File: src/rtl/adc_seq_fifo.sv
module adc_seq_fifo #(
  parameter int NSEQ     = 4,
  parameter int DEPTH    = 16,
  parameter int DW       = 10,
  parameter int AW       = 8,
  parameter int TRIG_SEL = 5
) (
  input  logic            clk,
  input  logic            rst_n,
  input  logic            bus_wr,
  input  logic            bus_rd,
  input  logic [AW-1:0]   bus_addr,
  input  logic [31:0]     bus_wdata,
  output logic [31:0]     bus_rdata,
  input  logic            trig_pulse,
  output logic [NSEQ-1:0] irq
);

  localparam int PW = $clog2(DEPTH);
  localparam int SW = (NSEQ > 1) ? $clog2(NSEQ) : 1;
  localparam int EW = 4 * NSEQ;
  localparam logic [AW-1:0] A_EN    = AW'('h00);
  localparam logic [AW-1:0] A_RAW   = AW'('h04);
  localparam logic [AW-1:0] A_MASK  = AW'('h08);
  localparam logic [AW-1:0] A_CLR   = AW'('h0C);
  localparam logic [AW-1:0] A_EVT   = AW'('h14);
  localparam logic [AW-1:0] A_SEQ0  = AW'('h40);
  localparam logic [AW-1:0] SEQ_SPAN = AW'(NSEQ * 32);

  logic [NSEQ-1:0] en_r, raw_r, mask_r, cap, clr;
  logic [EW-1:0]   evt_r;
  logic [31:0]     sel_r [NSEQ];
  logic [31:0]     ctl_r [NSEQ];
  logic [31:0]     rnd_r, rnd_nxt;
  logic [DW-1:0]   smp   [NSEQ];
  logic [DW-1:0]   front [NSEQ];
  logic [NSEQ-1:0] emp_v, ful_v;
  logic [NSEQ*PW-1:0] head_v, tail_v;

  logic [AW-1:0] seq_off;
  logic          seq_hit;
  logic [SW-1:0] seq_sel;
  logic [4:0]    seq_reg;

  assign seq_off = bus_addr - A_SEQ0;
  assign seq_hit = (bus_addr >= A_SEQ0) && (seq_off < SEQ_SPAN);
  assign seq_sel = seq_off[SW+4:5];
  assign seq_reg = seq_off[4:0];

  always_comb begin
    logic [31:0] s;
    s = rnd_r;
    for (int n = 0; n < NSEQ; n++) begin
      cap[n] = trig_pulse && en_r[n] && (evt_r[4*n +: 4] == 4'(TRIG_SEL));
      if (cap[n]) s = s * 32'd314159 + 32'd1;
      smp[n] = DW'(32'h200 + {29'd0, s[18:16]});
    end
    rnd_nxt = s;
  end

  for (genvar g = 0; g < NSEQ; g++) begin : g_fifo
    logic [DW-1:0] mem [DEPTH];
    logic [PW-1:0] tail, head, tail_n, head_n;
    logic          emp, ful, emp_n, ful_n, pop, push;

    assign pop = bus_rd && seq_hit && (seq_reg == 5'h08) && (seq_sel == SW'(g));

    always_comb begin
      tail_n = tail;
      head_n = head;
      emp_n  = emp;
      ful_n  = ful;
      push   = 1'b0;
      if (pop && !emp) begin
        tail_n = tail + 1'b1;
        ful_n  = 1'b0;
        emp_n  = (tail_n == head);
      end
      if (cap[g] && !ful_n) begin
        push   = 1'b1;
        head_n = head + 1'b1;
        emp_n  = 1'b0;
        ful_n  = (head_n == tail_n);
      end
    end

    always_ff @(posedge clk or negedge rst_n) begin
      if (!rst_n) begin
        tail <= '0;
        head <= '0;
        emp  <= 1'b1;
        ful  <= 1'b0;
      end else begin
        tail <= tail_n;
        head <= head_n;
        emp  <= emp_n;
        ful  <= ful_n;
      end
    end

    always_ff @(posedge clk) begin
      if (push) mem[head] <= smp[g];
    end

    assign front[g]            = emp ? '0 : mem[tail];
    assign emp_v[g]            = emp;
    assign ful_v[g]            = ful;
    assign head_v[g*PW +: PW]  = head;
    assign tail_v[g*PW +: PW]  = tail;
  end

  function automatic logic [31:0] status_word(input int n);
    logic [31:0] w;
    w = '0;
    w[PW-1:0]   = tail_v[n*PW +: PW];
    w[4 +: PW]  = head_v[n*PW +: PW];
    w[8]        = emp_v[n];
    w[12]       = ful_v[n];
    return w;
  endfunction

  always_comb begin
    bus_rdata = '0;
    if (seq_hit) begin
      case (seq_reg)
        5'h00:   bus_rdata = sel_r[seq_sel];
        5'h04:   bus_rdata = ctl_r[seq_sel];
        5'h08:   bus_rdata = 32'(front[seq_sel]);
        5'h0C:   bus_rdata = status_word(int'(seq_sel));
        default: bus_rdata = '0;
      endcase
    end else begin
      case (bus_addr)
        A_EN:    bus_rdata = 32'(en_r);
        A_RAW:   bus_rdata = 32'(raw_r);
        A_MASK:  bus_rdata = 32'(mask_r);
        A_CLR:   bus_rdata = 32'(raw_r & mask_r);
        A_EVT:   bus_rdata = 32'(evt_r);
        default: bus_rdata = '0;
      endcase
    end
  end

  assign clr = (bus_wr && !seq_hit && bus_addr == A_CLR) ? bus_wdata[NSEQ-1:0] : '0;
  assign irq = raw_r & mask_r;

  always_ff @(posedge clk or negedge rst_n) begin
    if (!rst_n) begin
      en_r   <= '0;
      mask_r <= '0;
      raw_r  <= '0;
      evt_r  <= '0;
      rnd_r  <= '0;
      for (int n = 0; n < NSEQ; n++) begin
        sel_r[n] <= '0;
        ctl_r[n] <= '0;
      end
    end else begin
      rnd_r <= rnd_nxt;
      raw_r <= (raw_r & ~clr) | cap;
      if (bus_wr) begin
        if (seq_hit) begin
          if (seq_reg == 5'h00) sel_r[seq_sel] <= bus_wdata & 32'h3333_3333;
          if (seq_reg == 5'h04) ctl_r[seq_sel] <= bus_wdata;
        end else begin
          if (bus_addr == A_EN)   en_r   <= bus_wdata[NSEQ-1:0];
          if (bus_addr == A_MASK) mask_r <= bus_wdata[NSEQ-1:0];
          if (bus_addr == A_EVT)  evt_r  <= bus_wdata[EW-1:0];
        end
      end
    end
  end

endmodule

File: config.mk
export PLATFORM = sky130hd
export DESIGN_NAME = adc_seq_fifo
export DESIGN_NICKNAME = d
export VERILOG_FILES = /design/src/rtl/adc_seq_fifo.sv
export SDC_FILE = /design/constraint.sdc
export NUM_CORES = 2
export LEC_CHECK = 0
export BUFFER_PORTS_ARGS = -buffer_cell sky130_fd_sc_hd__buf_2
export CAP_MARGIN = 10
export CORE_MARGIN = 5
export CORE_UTILIZATION = 60
export DETAILED_ROUTE_END_ITERATION = 6
export PLACE_DENSITY = 0.77
export SYNTH_ARGS = -nofsm -noshare
export SYNTH_HDL_FRONTEND = slang
export SYNTH_SLANG_ARGS = --single-unit
File: constraint.sdc
create_clock -name clk -period 23.9 [get_ports clk]
set_input_delay 1.195 -clock clk [delete_from_list [all_inputs] [get_ports clk]]
set_output_delay 1.195 -clock clk [all_outputs]
set_load 0.005 [all_outputs]
After elaboration in Yosys (flattened, before gate mapping)
Memory sizes are Yosys's and may differ from the RTL's. Cells that the tools add are included.

Reduce and logical (&&, ||, !) cells: 47. Equal/unequal tests: 22. $mul: 4. Mux-type cells: 61. $lt $le $gt $ge: 5. Add/sub/neg operators: 17. Shifts and indexed selects: 2. Bitwise logic cells: 7.

Operators by type and width (number): 2-to-1 mux 32 bit (10); bitwise mux 128 bit (2); adder 32 x 1 -> 32 bit (second input constant) (4); binary-select mux 32 bit (select 2 bit) (2); multiplier 32 x 19 -> 32 bit (second input constant) (4); one-hot mux 32 bit (4 select lines) (1); one-hot mux 16 bit (5 select lines) (1); demux 32 bit (select 2 bit) (1); 2-to-1 mux 10 bit (6); adder 10 x 3 -> 10 bit (first input constant) (4); adder 4 x 1 -> 4 bit (second input constant) (8); == test 4 bit (8); variable part select 16 x 5 -> 4 bit (2); 2-to-1 mux 1 bit (30); logical AND 1 bit (26); binary-select mux 10 bit (select 2 bit) (1); 2-to-1 mux 4 bit (5); == test 4 x 3 -> 1 bit (second input constant) (4); == test 8 x 4 -> 1 bit (second input constant) (2); AND reduction 3 bit (5); AND 4 bit (3); == test 5 x 4 -> 1 bit (second input constant) (2); zero test 1 bit (9); == test 8 x 3 -> 1 bit (second input constant) (1); 19 further kinds (24).

Input bits: 45. Memories: 4. Word-level logic and storage cells: 198. RAM bits: 640. Output and inout port bits: 36. Register bits: 356.

Memories: g_fifo[0].mem (words 16, width 10, rd ports 1, clocked after memory_dff 0, wr ports 1, RTL line 62) `logic [DW-1:0] mem [DEPTH];`; g_fifo[1].mem (words 16, width 10, rd ports 1, clocked after memory_dff 0, wr ports 1, RTL line 62); g_fifo[2].mem (words 16, width 10, rd ports 1, clocked after memory_dff 0, wr ports 1, RTL line 62); g_fifo[3].mem (words 16, width 10, rd ports 1, clocked after memory_dff 0, wr ports 1, RTL line 62).

Depth between registers and ports, before layout
Depth after elaboration: 13. Mapped depth: 75. Mapped depth without buffers: 75.

Worst setup path before layout
OpenSTA, ideal clock, no wires.

Path kind: flip-flop to flip-flop. From: register rnd_r[7]. To: memory g_fifo[3].mem[0][2] (data pin). Slack: 5800 ps. Setup time: 303 ps. Path buffers: 0. Data arrival time: 17797 ps. Period minus slack after synthesis: 18100 ps. Required time: 23597 ps. Cell stages (with the launch flop): 75. Cell sequence: dfrtp_1 inv_1 fa_1 inv_1 ha_1 inv_1 fa_1 fa_1 inv_1 ha_1 inv_1 fa_1 inv_1 ha_1 and2_1 nor2b_1 nor2_1 xor2_1 [... 39 more ...] ha_1 inv_1 fa_1 fa_1 fa_1 fa_1 xnor2_1 xnor2_1 xnor2_1 xnor2_1 xnor2_2 xnor2_1 xnor2_1 xnor2_1 xnor3_1 xor2_1 nand2_1 xnor2_1.

Longest elaborated chain between the ends: 13.

Ends and longest elaborated chain: from (decl) (RTL line 34) `logic [31:0] rnd_r, rnd_nxt;`; from (signal assigned) (RTL line 159) `rnd_r <= rnd_nxt;`; multiplier 32 x 19 -> 32 bit (RTL line 55) `if (cap[n]) s = s * 32'd314159 + 32'd1;`; adder 32 x 1 -> 32 bit (RTL line 55); 2-to-1 mux 32 bit (*) (RTL line 55); multiplier 32 x 19 -> 32 bit (RTL line 55); adder 32 x 1 -> 32 bit (RTL line 55); 2-to-1 mux 32 bit (*) (RTL line 55); multiplier 32 x 19 -> 32 bit (RTL line 55); adder 32 x 1 -> 32 bit (RTL line 55); 2-to-1 mux 32 bit (*) (RTL line 55); multiplier 32 x 19 -> 32 bit (RTL line 55); adder 32 x 1 -> 32 bit (RTL line 55); 2-to-1 mux 32 bit (*) (RTL line 55); net rnd_nxt[18] (RTL line 34); adder 10 x 3 -> 10 bit (*) (RTL line 56) `smp[n] = DW'(32'h200 + {29'd0, s[18:16]});`; to (decl) (RTL line 62).

Mark *: on every way through the listed nets, which the timed path passes. The rest lies on a longest branch.

Worst setup path after layout
From: register rnd_r[7]. To: memory g_fifo[3].mem[11][2] (data pin).

The elaborated chain is that of the path after synthesis.

==> results.txt <==
- Total wire length after detailed routing: 83.2 mm
- Reported max-cap violation count: 0
* TritonCTS clock tree: built
- By count the netlist is led by inv_1, ha_1, dfrtp_1, fa_1, mux2_2.
- The compound-gate portion of the synthesized area is 0.0485.
* Per-cell routed wire length: 21.8 um
* Cell types occupying the most area after synthesis: dfrtp_1, edfxtp_1, fa_1
* Fill cell instance count of the final layout: 4234
- The region available for standard cell placement spans 58900 um2.
- Slowest cell delay on critical path: 0.71 ns
- The most numerous cell type found on the critical path is fa_1.
- The number of antenna violations at the first check in global routing is 6.
- The number of different library cells used by synthesis comes to 87.
- The worst setup path is launched from a register.
- Hold WS: 0.499 ns
- The clock tree synthesis step divided the H-tree into 2 levels.
- After clock tree synthesis, the flow added hold-fix buffers numbering 0.
- Share of the synthesized area in the top cell type: 0.193
* Final total negative setup slack: 0 ns
* Required time at the endpoint of the critical path: 24.17 ns
- In the global route stage, met2 resource usage came out at 0.435.
- Fraction of synthesized cell area in xor and xnor cells: 0.0554
- Layout cell share with drive strength beyond 1: 0.185
- Post-CTS Setup Bufs: 0
- In this run the static leakage power is 18.2 nW.
- Global-route usage over all layers: 0.265
* Maximum clock frequency: 50.2 MHz
- Wire length of the first global-routing pass: 135 mm
* Maximum number of buffers from clock root to sink: 3
* Period utilisation layout: 0.833
- Layout area overhead: 8.11%
* Yosys synthesis warning count: 0
* Run status: finished, final reports clean
- Count of standard-cell rows: 89
* Height of the die: 254 um
- Skew-Pair Late Insertion Delay: 0.60 ns
- Detailed Place HPWL: 62.8 mm
* Net Count, Synth: 3579
- Met3 Track Usage GR: 0.0457
- Setup violations remaining at the end of the flow were counted as 0.
- Number of antenna-violating nets in the routed design: 0
- For this run, global-route usage on met1 was measured as 0.374.
- Number of buffers added by the clock tree synthesis step: 47
- The via count of the first global-routing pass came to 24.6k.
- Average cell area after synthesis: 12.2 um2
- Count of buffers from port buffering: 80
- The die is 254 um wide.
- Counting flops with a built-in enable in the synthesized netlist gives 192.
* Area share of and/or/nand/nor cells after synthesis: 0.0576
* Cells after Synth: 2932
* Total grt overflow: 0
* Via count: 22.5k
- Net count reported at finish: 3651
* Die Outline Area: 64400 um2
* Detailed router's first-iteration violation count: 1691
* # resized after CTS: 0
- Clock period minus worst slack: 19.92 ns
- By instance count, the leading cell after synthesis is inv_1.
- For the pin with the worst max-slew slack, the measured transition is 1.19 ns.
- Top Usage Layer GRT: met2
- In this run the power density over the cells is 73.7 nW/um2.
- For this run, design rule violations remaining after detail routing come to 0.
- Number of primary I/O pins: 81
* Largest fanout on the critical path: 19
- Dominant combinational cell family by area after synthesis: adder cells
- For this design, the sink count on the clock tree is 471.
* Worst path slowest cell: a21oi_1
* Synthesized area: 35600 um2
- Kind of end point of the critical path: register
- Peak supply drop: 0.0700 mV
* Hold WC Path Type: reg -> reg
* Main flop type after synthesis: dfrtp_1
- Setup repair after global routing left no endpoint under its margin.
* Via density per instance: 5.89
- Post-synthesis register bit count: 471
* Multiplexer fraction of the synthesized cell area: 0.149
- Final number of hold-violating endpoints: 0
- Clock root cell: clkbuf_16
- Headroom to the max-slew limit came out at 0.209.
* Clock-pin slew of the registers on the worst-case setup and hold paths: 0.06 ns
* Crit path arrival time: 20.19 ns
* Cell type with the highest aggregate area in the netlist: dfrtp_1
- At the end of routability-driven placement, the weighted congestion stood at 0.952.
* Setup skew after layout: 0.0314 ns
- Number of slew-limit violations in the final report: 0
- For this configuration, the core starts out at a cell density of 0.605.
- After synthesis, the share of flip-flops with an asynchronous set or reset is 0.592.
- Adder-cell area share of the yosys netlist: 0.267
- The share of the Yosys chip area taken by registers is 0.358.
- Maximum number of pins on one net before global-route repair: 187
- The pre-antenna-repair detailed-routing pass consisted of 6 iterations.
* Category of the most critical setup path: reg -> reg
## worst max-delay path, delay by kind of cell (launching register included)
kind	cells	cell delay [ns]
AOI/OAI and AO/OA	5	1.94
and+or+nand+nor	8	0.80
xor gates and xnor gates	14	3.09
adders and majority gates	27	11.64
buffers and inverters	17	1.59
DFF	1	0.51
## cells by family (layout without fill, tap and decap cells)
family / after synthesis / count (layout)
adder cells (fa/ha/maj): 602 / 602
other: 0 / 4
flip-flops: 471 / 471
XOR/XNOR: 212 / 212
AND/OR/NAND/NOR: 416 / 416
AO/OA/AOI/OAI: 262 / 262
multiplexers: 355 / 355
buffers and inverters: 614 / 725
## cell type report
| type | instances | area, um2 | share of cell area |
|---|---|---|---|
| Clock inverter | 19 | 216 | 0.00562 |
| Multi-Input combinational cell | 1847 | 20600 | 0.535 |
| Inverter | 523 | 1960 | 0.0510 |
| Tap cell | 773 | 967 | 0.0251 |
| Timing Repair Buffer | 114 | 681 | 0.0177 |
| Sequential cell | 471 | 12800 | 0.331 |
| Antenna cell | 4 | 10.0 | 0.000260 |
| Clock buffer | 69 | 1340 | 0.0348 |
## per-stage QoR
step | power, W | setup slack (ns) | std cells | instance area (um2) | utilization
after floorplan | 0.00183 | 5.80 | 2932 | 35600 | -
after global placement | 0.00206 | 4.04 | 3727 | 36900 | 0.627
after detailed placement | 0.00210 | 3.63 | 3727 | 36900 | 0.627
after CTS | 0.00284 | 3.53 | 3815 | 38500 | 0.654
after global routing | 0.00304 | 2.86 | 3819 | 38500 | 0.654
final | 0.00284 | 3.98 | 3820 | 38500 | 0.654
## final timing paths
path                                             from                             end  slack, ns  depth (start not counted)
worst max-delay path               rnd_r[7]$_DFF_PN0_  g_fifo[3].mem[11][2]$_DFFE_PP_       3.98                         71
worst min-delay path            ctl_r[78]$_DFFE_PN0P_           ctl_r[78]$_DFFE_PN0P_       0.50                          1
worst max register to register     rnd_r[7]$_DFF_PN0_  g_fifo[3].mem[11][2]$_DFFE_PP_       3.98                         71
worst min register to register  ctl_r[78]$_DFFE_PN0P_           ctl_r[78]$_DFFE_PN0P_       0.50                          1
max in group asynchronous                       rst_n           ctl_r[55]$_DFFE_PN0P_      21.83                          2
min in group asynchronous                       rst_n              rnd_r[7]$_DFF_PN0_       0.60                          1
## flip-flops by register name, indices dropped and copies added, names as in the netlist, 16 cells and up
register / cells
g_fifo.tail: 16
sel_r: 64
g_fifo.head: 16
g_fifo.mem: 192
ctl_r: 128
rnd_r: 19
evt_r: 16
## cells in the final DEF (no fill, tap or decap), types with 7 or more instances in the layout
master and n:
inv_1 521, buf_2 78, o21ai_0 43, nor4_1 8, mux2i_1 12, clkbuf_16 48, a22oi_1 13, edfxtp_1 192
mux4_2 117, and3_1 19, o21ai_1 11, a31oi_1 11, buf_4 34, xnor2_1 154, o21bai_1 7, nor3_1 21
clkbuf_1 15, clkinv_2 8, fa_1 262, mux2_2 217, nor2_1 110, a21oi_1 76, dfrtp_1 275, nor2b_1 10
and2_1 57, nand2b_1 11, nand4_1 10, nand3_1 29, ha_1 340, xor2_1 49, a21o_1 23, o21a_1 14
nand2_1 109, a211oi_1 7
## power by group
part | internal, W | leakage, nW | switching [W]
registers | 0.000863 | 5.52 | 0.0000189
clock network | 0.000425 | 0.756 | 0.000319
logic | 0.000542 | 11.9 | 0.000671
## layer usage
metal / up-vias / wire [um]
li1: 10100 / -
met1: 11500 / 35000
met2: 792 / 40000
met3: 136 / 6180
met4: 0 / 2070
met5: - / 0
(Power assumes the default switching activity.)
